## src/rtl/fic_pkg.sv

```systemverilog
`timescale 1ns/1ps
package fic_pkg;
    localparam int WORD_W = 32;
    localparam int LANE_W = 8;
    localparam int LANES  = WORD_W / LANE_W;

    localparam logic [WORD_W-1:0] CRC_POLY_REV = 32'h82F6_3B78;
    localparam logic [WORD_W-1:0] CRC_SEED     = 32'hFFFF_FFFF;
    localparam logic [WORD_W-1:0] CRC_XOROUT   = 32'hFFFF_FFFF;

    typedef struct packed {
        logic [WORD_W-1:0] data;
        logic [WORD_W-1:0] gold;
        logic [WORD_W-1:0] mask;
    } beat_t;

    typedef struct packed {
        logic [WORD_W-1:0] data;
        logic              diff;
    } clean_t;

    typedef struct packed {
        logic              crc_on;
        logic              cmp_on;
        logic [WORD_W-1:0] crc_ref;
    } setup_t;

    typedef enum logic {PH_IDLE, PH_RUN} phase_t;

    function automatic logic [WORD_W-1:0] crc32c_step(
        input logic [WORD_W-1:0] crc,
        input logic [WORD_W-1:0] word
    );
        logic [WORD_W-1:0] c;
        c = crc ^ word;
        for (int b = 0; b < WORD_W; b++) begin
            c = c[0] ? ((c >> 1) ^ CRC_POLY_REV) : (c >> 1);
        end
        return c;
    endfunction
endpackage

```

## src/rtl/fic_frame_ctrl.sv

```systemverilog
`timescale 1ns/1ps
module fic_frame_ctrl
    import fic_pkg::*;
#(
    parameter int FRAME_WORDS = 93,
    parameter int IDX_W       = 7
) (
    input  logic             clk,
    input  logic             rst,
    input  logic             start,
    input  logic             in_valid,
    output logic             accept,
    output logic             last_accept,
    output logic [IDX_W-1:0] word_idx
);
    localparam logic [IDX_W-1:0] LAST_IDX = IDX_W'(FRAME_WORDS - 1);

    phase_t           phase_q;
    logic [IDX_W-1:0] cnt_q;

    assign accept      = (phase_q == PH_RUN) && in_valid && !start;
    assign last_accept = accept && (cnt_q == LAST_IDX);
    assign word_idx    = cnt_q;

    always_ff @(posedge clk) begin
        if (rst) begin
            phase_q <= PH_IDLE;
            cnt_q   <= '0;
        end else if (start) begin
            phase_q <= PH_RUN;
            cnt_q   <= '0;
        end else if (accept) begin
            if (last_accept) begin
                phase_q <= PH_IDLE;
                cnt_q   <= '0;
            end else begin
                cnt_q <= cnt_q + 1'b1;
            end
        end
    end
endmodule

```

## config.mk

```make
export PLATFORM = sky130hd
export DESIGN_NAME = fic_frame_ctrl
export DESIGN_NICKNAME = d
export VERILOG_FILES = /design/src/rtl/fic_pkg.sv /design/src/rtl/fic_frame_ctrl.sv
export SDC_FILE = /design/constraint.sdc
export NUM_CORES = 1
export LEC_CHECK = 0
export BUFFER_PORTS_ARGS = -buffer_cell sky130_fd_sc_hd__buf_4
export CAP_MARGIN = 25
export CORE_AREA = 8 8 45 47
export CTS_CLUSTER_SIZE = 30
export DETAILED_ROUTE_END_ITERATION = 12
export DIE_AREA = 0 0 53 55
export SLEW_MARGIN = 20
export SYNTH_ARGS = -nofsm -noshare
export SYNTH_HDL_FRONTEND = slang
export SYNTH_SLANG_ARGS = --single-unit
```

## constraint.sdc

```tcl
create_clock -name clk -period 1.1 [get_ports clk]
set_input_delay 0.11 -clock clk [delete_from_list [all_inputs] [get_ports clk]]
set_output_delay 0.11 -clock clk [all_outputs]
set_load 0.02 [all_outputs]
```

; ---- Yosys cells after proc, flatten, opt, wreduce, memory -nomap -nowiden
; Cells that the tools add are included.
[classes]
reduce_logical = 8
n_eq_ne = 1
addsub = 1
n_mux = 4
[op_table]
columns = cell, count
row1 = $add A7 B1 Y7 const B, 1
row2 = $eq A7 B7 Y1 const B, 1
row3 = $mux W7, 1
row4 = $reduce_bool A2 Y1, 2
row5 = $logic_and A1 B1 Y1, 3
row6 = $mux W1, 3
row7 = $reduce_and A2 Y1, 1
row8 = $reduce_or A2 Y1, 1
row9 = $logic_not A1 Y1, 1
[totals]
wordCells = 16
ff_bits = 8
inputBits = 4
output_inout_bits = 9

; ---- Logic depth before layout (Yosys ltp)
; Gate-level depths: netlist of the first run.
[depth]
ltp_word = 6
depth_mapped = 5
mapped_depth_nobuf = 5

; ---- Worst setup path after synthesis of the first run
; OpenSTA, ideal clock, no wires.
[synth_timing]
path_kind = reg2reg
start = register cnt_q[0] (netlist: word_idx[0])
end = register phase_q
path_slack_ns = -0.466
path_buffers = 0
arrival_time_ns = 1.417
required_time_ns = 0.951
path_stages_with_launch = 6
cell_sequence = dfxtp_1 -> inv_1 -> ha_1 -> inv_1 -> nor3_1 -> nor3_1
[synth_via]
elab_chain_cells = 4
[synth_rtl]
columns = element, line
row1 = "start, declared", fic_frame_ctrl.sv:19  ; logic [IDX_W-1:0] cnt_q;
row2 = "start signal, assigned", fic_frame_ctrl.sv:37  ; cnt_q <= cnt_q + 1'b1;
row3 = $eq A7 B7 Y1, fic_frame_ctrl.sv:22  ; assign last_accept = accept && (cnt_q == LAST_IDX);
row4 = $logic_and A1 B1 Y1, fic_frame_ctrl.sv:22
row5 = via last_accept, fic_frame_ctrl.sv:13  ; output logic last_accept,
row6 = $reduce_bool A2 Y1 (no source line), --
row7 = $reduce_and A2 Y1 (no source line), --
row8 = "end signal, assigned", fic_frame_ctrl.sv:27  ; phase_q <= PH_IDLE;
row9 = "end signal, assigned", fic_frame_ctrl.sv:30  ; phase_q <= PH_RUN;
row10 = "end signal, assigned", fic_frame_ctrl.sv:34  ; phase_q <= PH_IDLE;
row11 = "end, declared", fic_frame_ctrl.sv:18  ; phase_t phase_q;
; The timed path passes the listed nets, and every way through them passes these cells.
; A chain may end at the register's enable or synchronous reset.

; ---- Worst setup path in the final report of the first run
[layout_timing]
start = register cnt_q[5] (netlist: word_idx[5])
end = output port last_accept
[layout_via]
elab_chain_cells = 2
[layout_rtl]
columns = element, line
row1 = $eq A7 B7 Y1, fic_frame_ctrl.sv:22
row2 = $logic_and A1 B1 Y1, fic_frame_ctrl.sv:22
row3 = "end, declared", fic_frame_ctrl.sv:13
; Every way passes these cells.

==> results of run 1 <==
-- critical path: cells and delay by family, from the launching register on --
kind	cells	cell delay [ps]
buffers and inverters	2	300
flip-flops	1	350
AND/OR/NAND/NOR	2	340
-- placed cells by master (no fill, tap or decap), types with 2 or more instances in the layout --
cell type,netlist,routed
nand4_1,2,2
nor2_1,3,3
a31oi_1,2,2
dfxtp_4,0,7
nand2_1,4,3
buf_6,0,6
o211ai_1,2,2
inv_2,0,2
or3_1,2,2
nand3_1,3,3
ha_4,0,2
clkbuf_4,0,3
buf_4,0,23
o22ai_1,2,2
o21ai_0,2,2
-- metrics by stage --
step | setup TNS, ps | util [%]
after floorplan | -54.86 | -
after global placement | -78.21 | 50.27
after global routing | -1183 | 59.40
after CTS | -812.6 | 55.52
after detailed placement | -156.0 | 50.27
final | -785.9 | 59.40
-- how the worst max path moves through the flow --
stage	start	to	slack, ps	cells after the start
6_report	word_idx[5]$_SDFFE_PP0P_	last_accept	-260	4
5_1_grt	word_idx[5]$_SDFFE_PP0P_	last_accept	-310	4
4_1_cts	word_idx[5]$_SDFFE_PP0P_	last_accept	-260	4
3_5_place_dp	phase_q$_SDFFE_PP0P_	word_idx[4]$_SDFFE_PP0P_	-80	3
3_3_place_gp	phase_q$_SDFFE_PP0P_	word_idx[4]$_SDFFE_PP0P_	-60	3
2_1_floorplan	word_idx[5]$_SDFFE_PP0P_	phase_q$_SDFFE_PP0P_	-40	3
-- repair_timing --
action	4_1_cts	5_1_grt
hold buffers	0	0
setup buffers	3	6
setup endpoints to repair	6	7
pin swaps	5	7
gates resized for setup	7	5
-- cells by family (layout without fill, tap and decap cells) --
kind of cell | Yosys count | count (layout) | synth area share [%]
simple gates | 23 | 23 | 33.15
compound gates | 15 | 15 | 23.10
flops | 8 | 8 | 34.78
buf+inv | 4 | 36 | 3.531
fa+ha+maj | 2 | 2 | 5.434
-- registers in the layout, summed over array words and instances, names as in the netlist --
name / count
phase_q: 1
word_idx: 7
-- power by group --
group | internal (mW) | switching, mW
Sequential | 0.278 | 0.00487
Clock | 0.140 | 0.118
Combinational | 0.0259 | 0.0259
-- routing by layer --
metal | share of wire (%) | wire length (um)
met1 | 44 | 624
met2 | 48 | 688
met3 | 5.1 | 73
met4 | 2.7 | 38
met5 | 0 | 0
-- cell type report --
cell class | count | area (sq um) | share of cell area (%)
timing repair buffer | 29 | 240.2 | 29.22
clock buffer | 4 | 26.28 | 3.196
multi-input combinational | 40 | 334.1 | 40.64
sequential | 8 | 187.7 | 22.83
tap | 16 | 20.02 | 2.435
inverter | 3 | 13.76 | 1.674
==> impl_metrics.json, run 1 <==
{
  "grtUsageMet3_pct": 3.209,
  "first_pass_iters": 4,
  "reg2reg_to": "word_idx[6]$_SDFFE_PP0P_",
  "synth_top_area_share_pct": 34.78,
  "min_from": "rst",
  "vias": 544,
  "hpwl_um": 960.3,
  "synth_area_leaders": "dfxtp_1, ha_1, nand4b_4",
  "dpl-instance-area_sq_um": 695.7,
  "syn_nets": 58,
  "layout-drive-gt1-share_pct": 64.29,
  "period_needed_ps": 1355,
  "cp.arrival_ps": 1250,
  "grt_busiest_layer": "met2",
  "grt_pass1_wl_um": 2035,
  "cts_sinks": 8,
  "yosysUniqueCellTypes": 27,
  "skew_ps": 8.171,
  "synth.most_common_cell": "dfxtp_1",
  "relSlewSlack_pct": 77.27,
  "fmax_ghz": 0.7380,
  "setup_violations": 7,
  "async_flop_share_pct": 0,
  "start_util_pct": 33.27,
  "synth.avg_cell_area_sq_um": 8.855,
  "critPathLaunchType": "flop",
  "worst_r2r_path_depth": 5,
  "syn_area_sq_um": 460.4,
  "avgViaCountPerCell": 5.440,
  "grt_usage_pct": 9.623,
  "setup_slack_ps": -255.0,
  "ios": 13,
  "ant_nets": 0,
  "slew_viol_final": 0,
  "fp.dieW_um": 53,
  "r2r_start": "word_idx[0]$_SDFFE_PP0P_",
  "nets": 91,
  "cp_max_fo": 5,
  "rrSetupSlack_ps": -190,
  "grt_pass1_vias": 481,
  "wirelength_um": 1424,
  "ctsHtreeMaxLevel": 1,
  "critPathKind": "flop to output pin",
  "ys_seq_area_share_pct": 34.78,
  "clk_pin_slew_ps": 60,
  "worstSkewPairLatency_ps": 260,
  "worst_hold_slack_ps": 26.06,
  "pre_cts_ws_ps": -78.83,
  "power.density_nw_per_um2": 721.4,
  "hold_path.class": "primary input to flop",
  "final-instance-count-excl-fill": 100,
  "crit_top_cell": "buf_6",
  "p_leak_nw": 0.3550,
  "slowest_delay_ps": 350,
  "drc_errors": 0,
  "required_ps": 990,
  "clock_path_buffers": 2,
  "synth_common_cells": "dfxtp_1, nand2_1, inv_1, nand3_1, nor2_1",
  "overflow": 0,
  "synth_warnings": 0,
  "n_antenna_cell": 0,
  "clockRootBuffer": "clkbuf_4",
  "yosys.area.top_type": "dfxtp_1",
  "vdd_drop_max_mv": 0.5273,
  "fillCellCount": 121,
  "synth_flop_cell": "dfxtp_1",
  "gp_congestion": 0.7204,
  "synthCells": 52,
  "crit_path_end_kind": "output pin",
  "violations": "setup timing",
  "first_iter_violations": 12,
  "coreArea_sq_um": 1384,
  "worstPathCellList": "nand4b_1 -> buf_6 -> nor3_4 -> buf_6",
  "synth_edf_count": 0,
  "syn_to_final_growth_pct": 78.53,
  "drv_cap": 0,
  "status": "complete, but fails checks",
  "cts-buffers-inserted": 3,
  "die_y_um": 55,
  "wire_per_inst_um": 14.24,
  "rows": 14,
  "power_mw": 0.5930,
  "rsz0062_at_grt": "yes",
  "critPathSlowestCell": "dfxtp_4",
  "grt_max_degree": 8,
  "dp_cells": 88,
  "grt.met1_usage_pct": 11.57,
  "dieArea_sq_um": 2915,
  "use_met2_pct": 13.67,
  "io_buffers": 12,
  "cts_tree": "yes",
  "hold_viol_final": 0,
  "ys_seq_elements": 8,
  "hold_end": "phase_q$_SDFFE_PP0P_",
  "grt_antenna_before_repair": 0,
  "worst_pin_slew_ps": 339.7,
  "period_share_pct": 123.2,
  "fin_area_sq_um": 822.0,
  "whs_path_depth": 2
}
Power figures use the tool's default switching activity.
==> inputs of run 2 (changes only) <==
Clock period 1.1 ns to 1.8 ns, I/O delays scaled along.
==> impl_metrics.json, run 2 (synthesis gave the netlist of run 1 again) <==
{
  "grt_busiest_layer": "met2",
  "grt_antenna_before_repair": 0,
  "vias": 455,
  "drc_errors": 0,
  "pre_cts_ws_ps": 415.8,
  "drv_cap": 0,
  "final_cell_mix": "buf_4, dfxtp_1, nand2_1",
  "power_frac_seq_pct": 51.6,
  "ctsHtreeMaxLevel": 1,
  "cts-buffers-inserted": 3,
  "fp.dieW_um": 53,
  "status": "finished, final reports clean",
  "critPathKind": "flop to output pin",
  "worst_pin_slew_ps": 319.8,
  "io_buffers": 12,
  "setup_slack_ps": 167.7,
  "grt_pass1_wl_um": 1876,
  "final-instance-count-excl-fill": 82,
  "layout_commonest_cell": "buf_4",
  "cts_tree": "yes",
  "cts_sinks": 8,
  "critPathLaunchType": "flop",
  "clk_pin_slew_ps": 60,
  "slew_viol_final": 0,
  "grt_usage_pct": 9.016,
  "hpwl_um": 842.8,
  "p_switching_mw": 0.08546,
  "grt.met1_usage_pct": 10.33,
  "gp_congestion": 0.8550,
  "layout-drive-gt1-share_pct": 30.30,
  "grtUsageMet3_pct": 5.882,
  "cp_max_fo": 6,
  "period_share_pct": 90.68,
  "ant_nets": 0,
  "worst_r2r_path_depth": 5,
  "p_leak_nw": 0.2547,
  "use_met2_pct": 11.72,
  "nets": 74,
  "die_y_um": 55,
  "overflow": 0,
  "vdd_drop_max_mv": 0.2620,
  "p_clk_share_pct": 41.5,
  "start_util_pct": 33.27,
  "worstSkewPairLatency_ps": 260,
  "grt_max_degree": 9,
  "period_needed_ps": 1632,
  "cp.arrival_ps": 1450,
  "p_int_mw": 0.2674,
  "rows": 14,
  "n_antenna_cell": 0,
  "avgViaCountPerCell": 5.549,
  "first_iter_violations": 7,
  "largest_reg_flops": 7,
  "coreArea_sq_um": 1384,
  "hold_path.class": "primary input to flop",
  "clock_path_buffers": 2,
  "ios": 13,
  "setup_violations": 0,
  "netSwitchingFraction_pct": 24.22,
  "wire_per_inst_um": 13.44,
  "hold_viol_final": 0,
  "power.density_nw_per_um2": 600.0,
  "grt_pass1_vias": 421,
  "rsz0062_at_grt": "no",
  "crit_path_end_kind": "output pin",
  "cts.repair.resized": 0,
  "dp_cells": 79,
  "required_ps": 1620,
  "relSlewSlack_pct": 78.60,
  "whs_path_depth": 2,
  "fillCellCount": 144,
  "dieArea_sq_um": 2915,
  "first_pass_iters": 4,
  "wirelength_um": 1102,
  "totalNegativeSetupSlack_ps": 0,
  "combPwrFrac_pct": 6.9,
  "skew_ps": 2.167,
  "syn_to_final_growth_pct": 27.72,
  "fmax_ghz": 0.6126,
  "post_cts_buffers": 0,
  "ctsHoldBuffers": 0,
  "clockRootBuffer": "clkbuf_4"
}
## run 2: cell count changes in the layout (fill, tap and decap cells not counted), moves of 2 or more
cell	previous run	this run
buf_4	23	12
buf_6	6	0
inv_2	2	0
inv_1	0	3
dfxtp_1	0	8
ha_4	2	0
dfxtp_4	7	0
ha_1	0	2
## run 2: cell type report
cell class | instances | area [sq um] | share of cell area [%]
clock buffers | 3 | 22.52 | 3.830
flip-flops and latches | 8 | 160.2 | 27.23
inverters | 3 | 11.26 | 1.915
well taps | 16 | 20.02 | 3.404
repair buffers | 12 | 90.09 | 15.32
multi-input cells | 40 | 284.0 | 48.30
## run 2: through the flow
| stage | cell area (sq um) | hold WS, ps | utilization, % | total power [mW] |
|---|---|---|---|---|
| floorplan | 460.4 | 259.3 | - | 0.1983 |
| global placement | 565.5 | 375.4 | 40.87 | 0.2107 |
| detailed placement | 565.5 | 371.7 | 40.87 | 0.2108 |
| CTS | 588.1 | 94.66 | 42.50 | 0.3599 |
| global route | 588.1 | 89.20 | 42.50 | 0.3750 |
| finish | 588.1 | 101.2 | 42.50 | 0.3528 |
## run 2: routing by layer
| metal | vias up | share of wire [%] | routed length (um) |
|---|---|---|---|
| li1 | 231 | - | - |
| met1 | 210 | 48 | 534 |
| met2 | 12 | 43 | 470 |
| met3 | 2 | 7.4 | 82 |
| met4 | 0 | 1.3 | 14 |
| met5 | - | 0 | 0 |
## run 2: critical path, cell delays in order, from the launching register on
cell	delay [ps]
dfxtp_1	350
inv_1	110
ha_1	190
inv_1	90
nor3_1	260
buf_4	190
## run 2: final timing paths
check                                               from                       end  slack [ps]
worst min register to register  word_idx[6]$_SDFFE_PP0P_  word_idx[6]$_SDFFE_PP0P_         530
worst max register to register  word_idx[0]$_SDFFE_PP0P_  word_idx[5]$_SDFFE_PP0P_         410
worst max-delay path            word_idx[0]$_SDFFE_PP0P_               last_accept         170
worst min-delay path                                 rst      phase_q$_SDFFE_PP0P_         100
## run 2: power groups by stage
stage          combinational (mW)  clock (mW)  sequential, mW
2_1_floorplan              0.0121           0           0.186
3_3_place_gp               0.0246           0           0.186
3_5_place_dp               0.0245           0           0.186
6_report                   0.0244       0.146           0.182
5_1_grt                    0.0271       0.165           0.183
4_1_cts                    0.0248       0.153           0.182
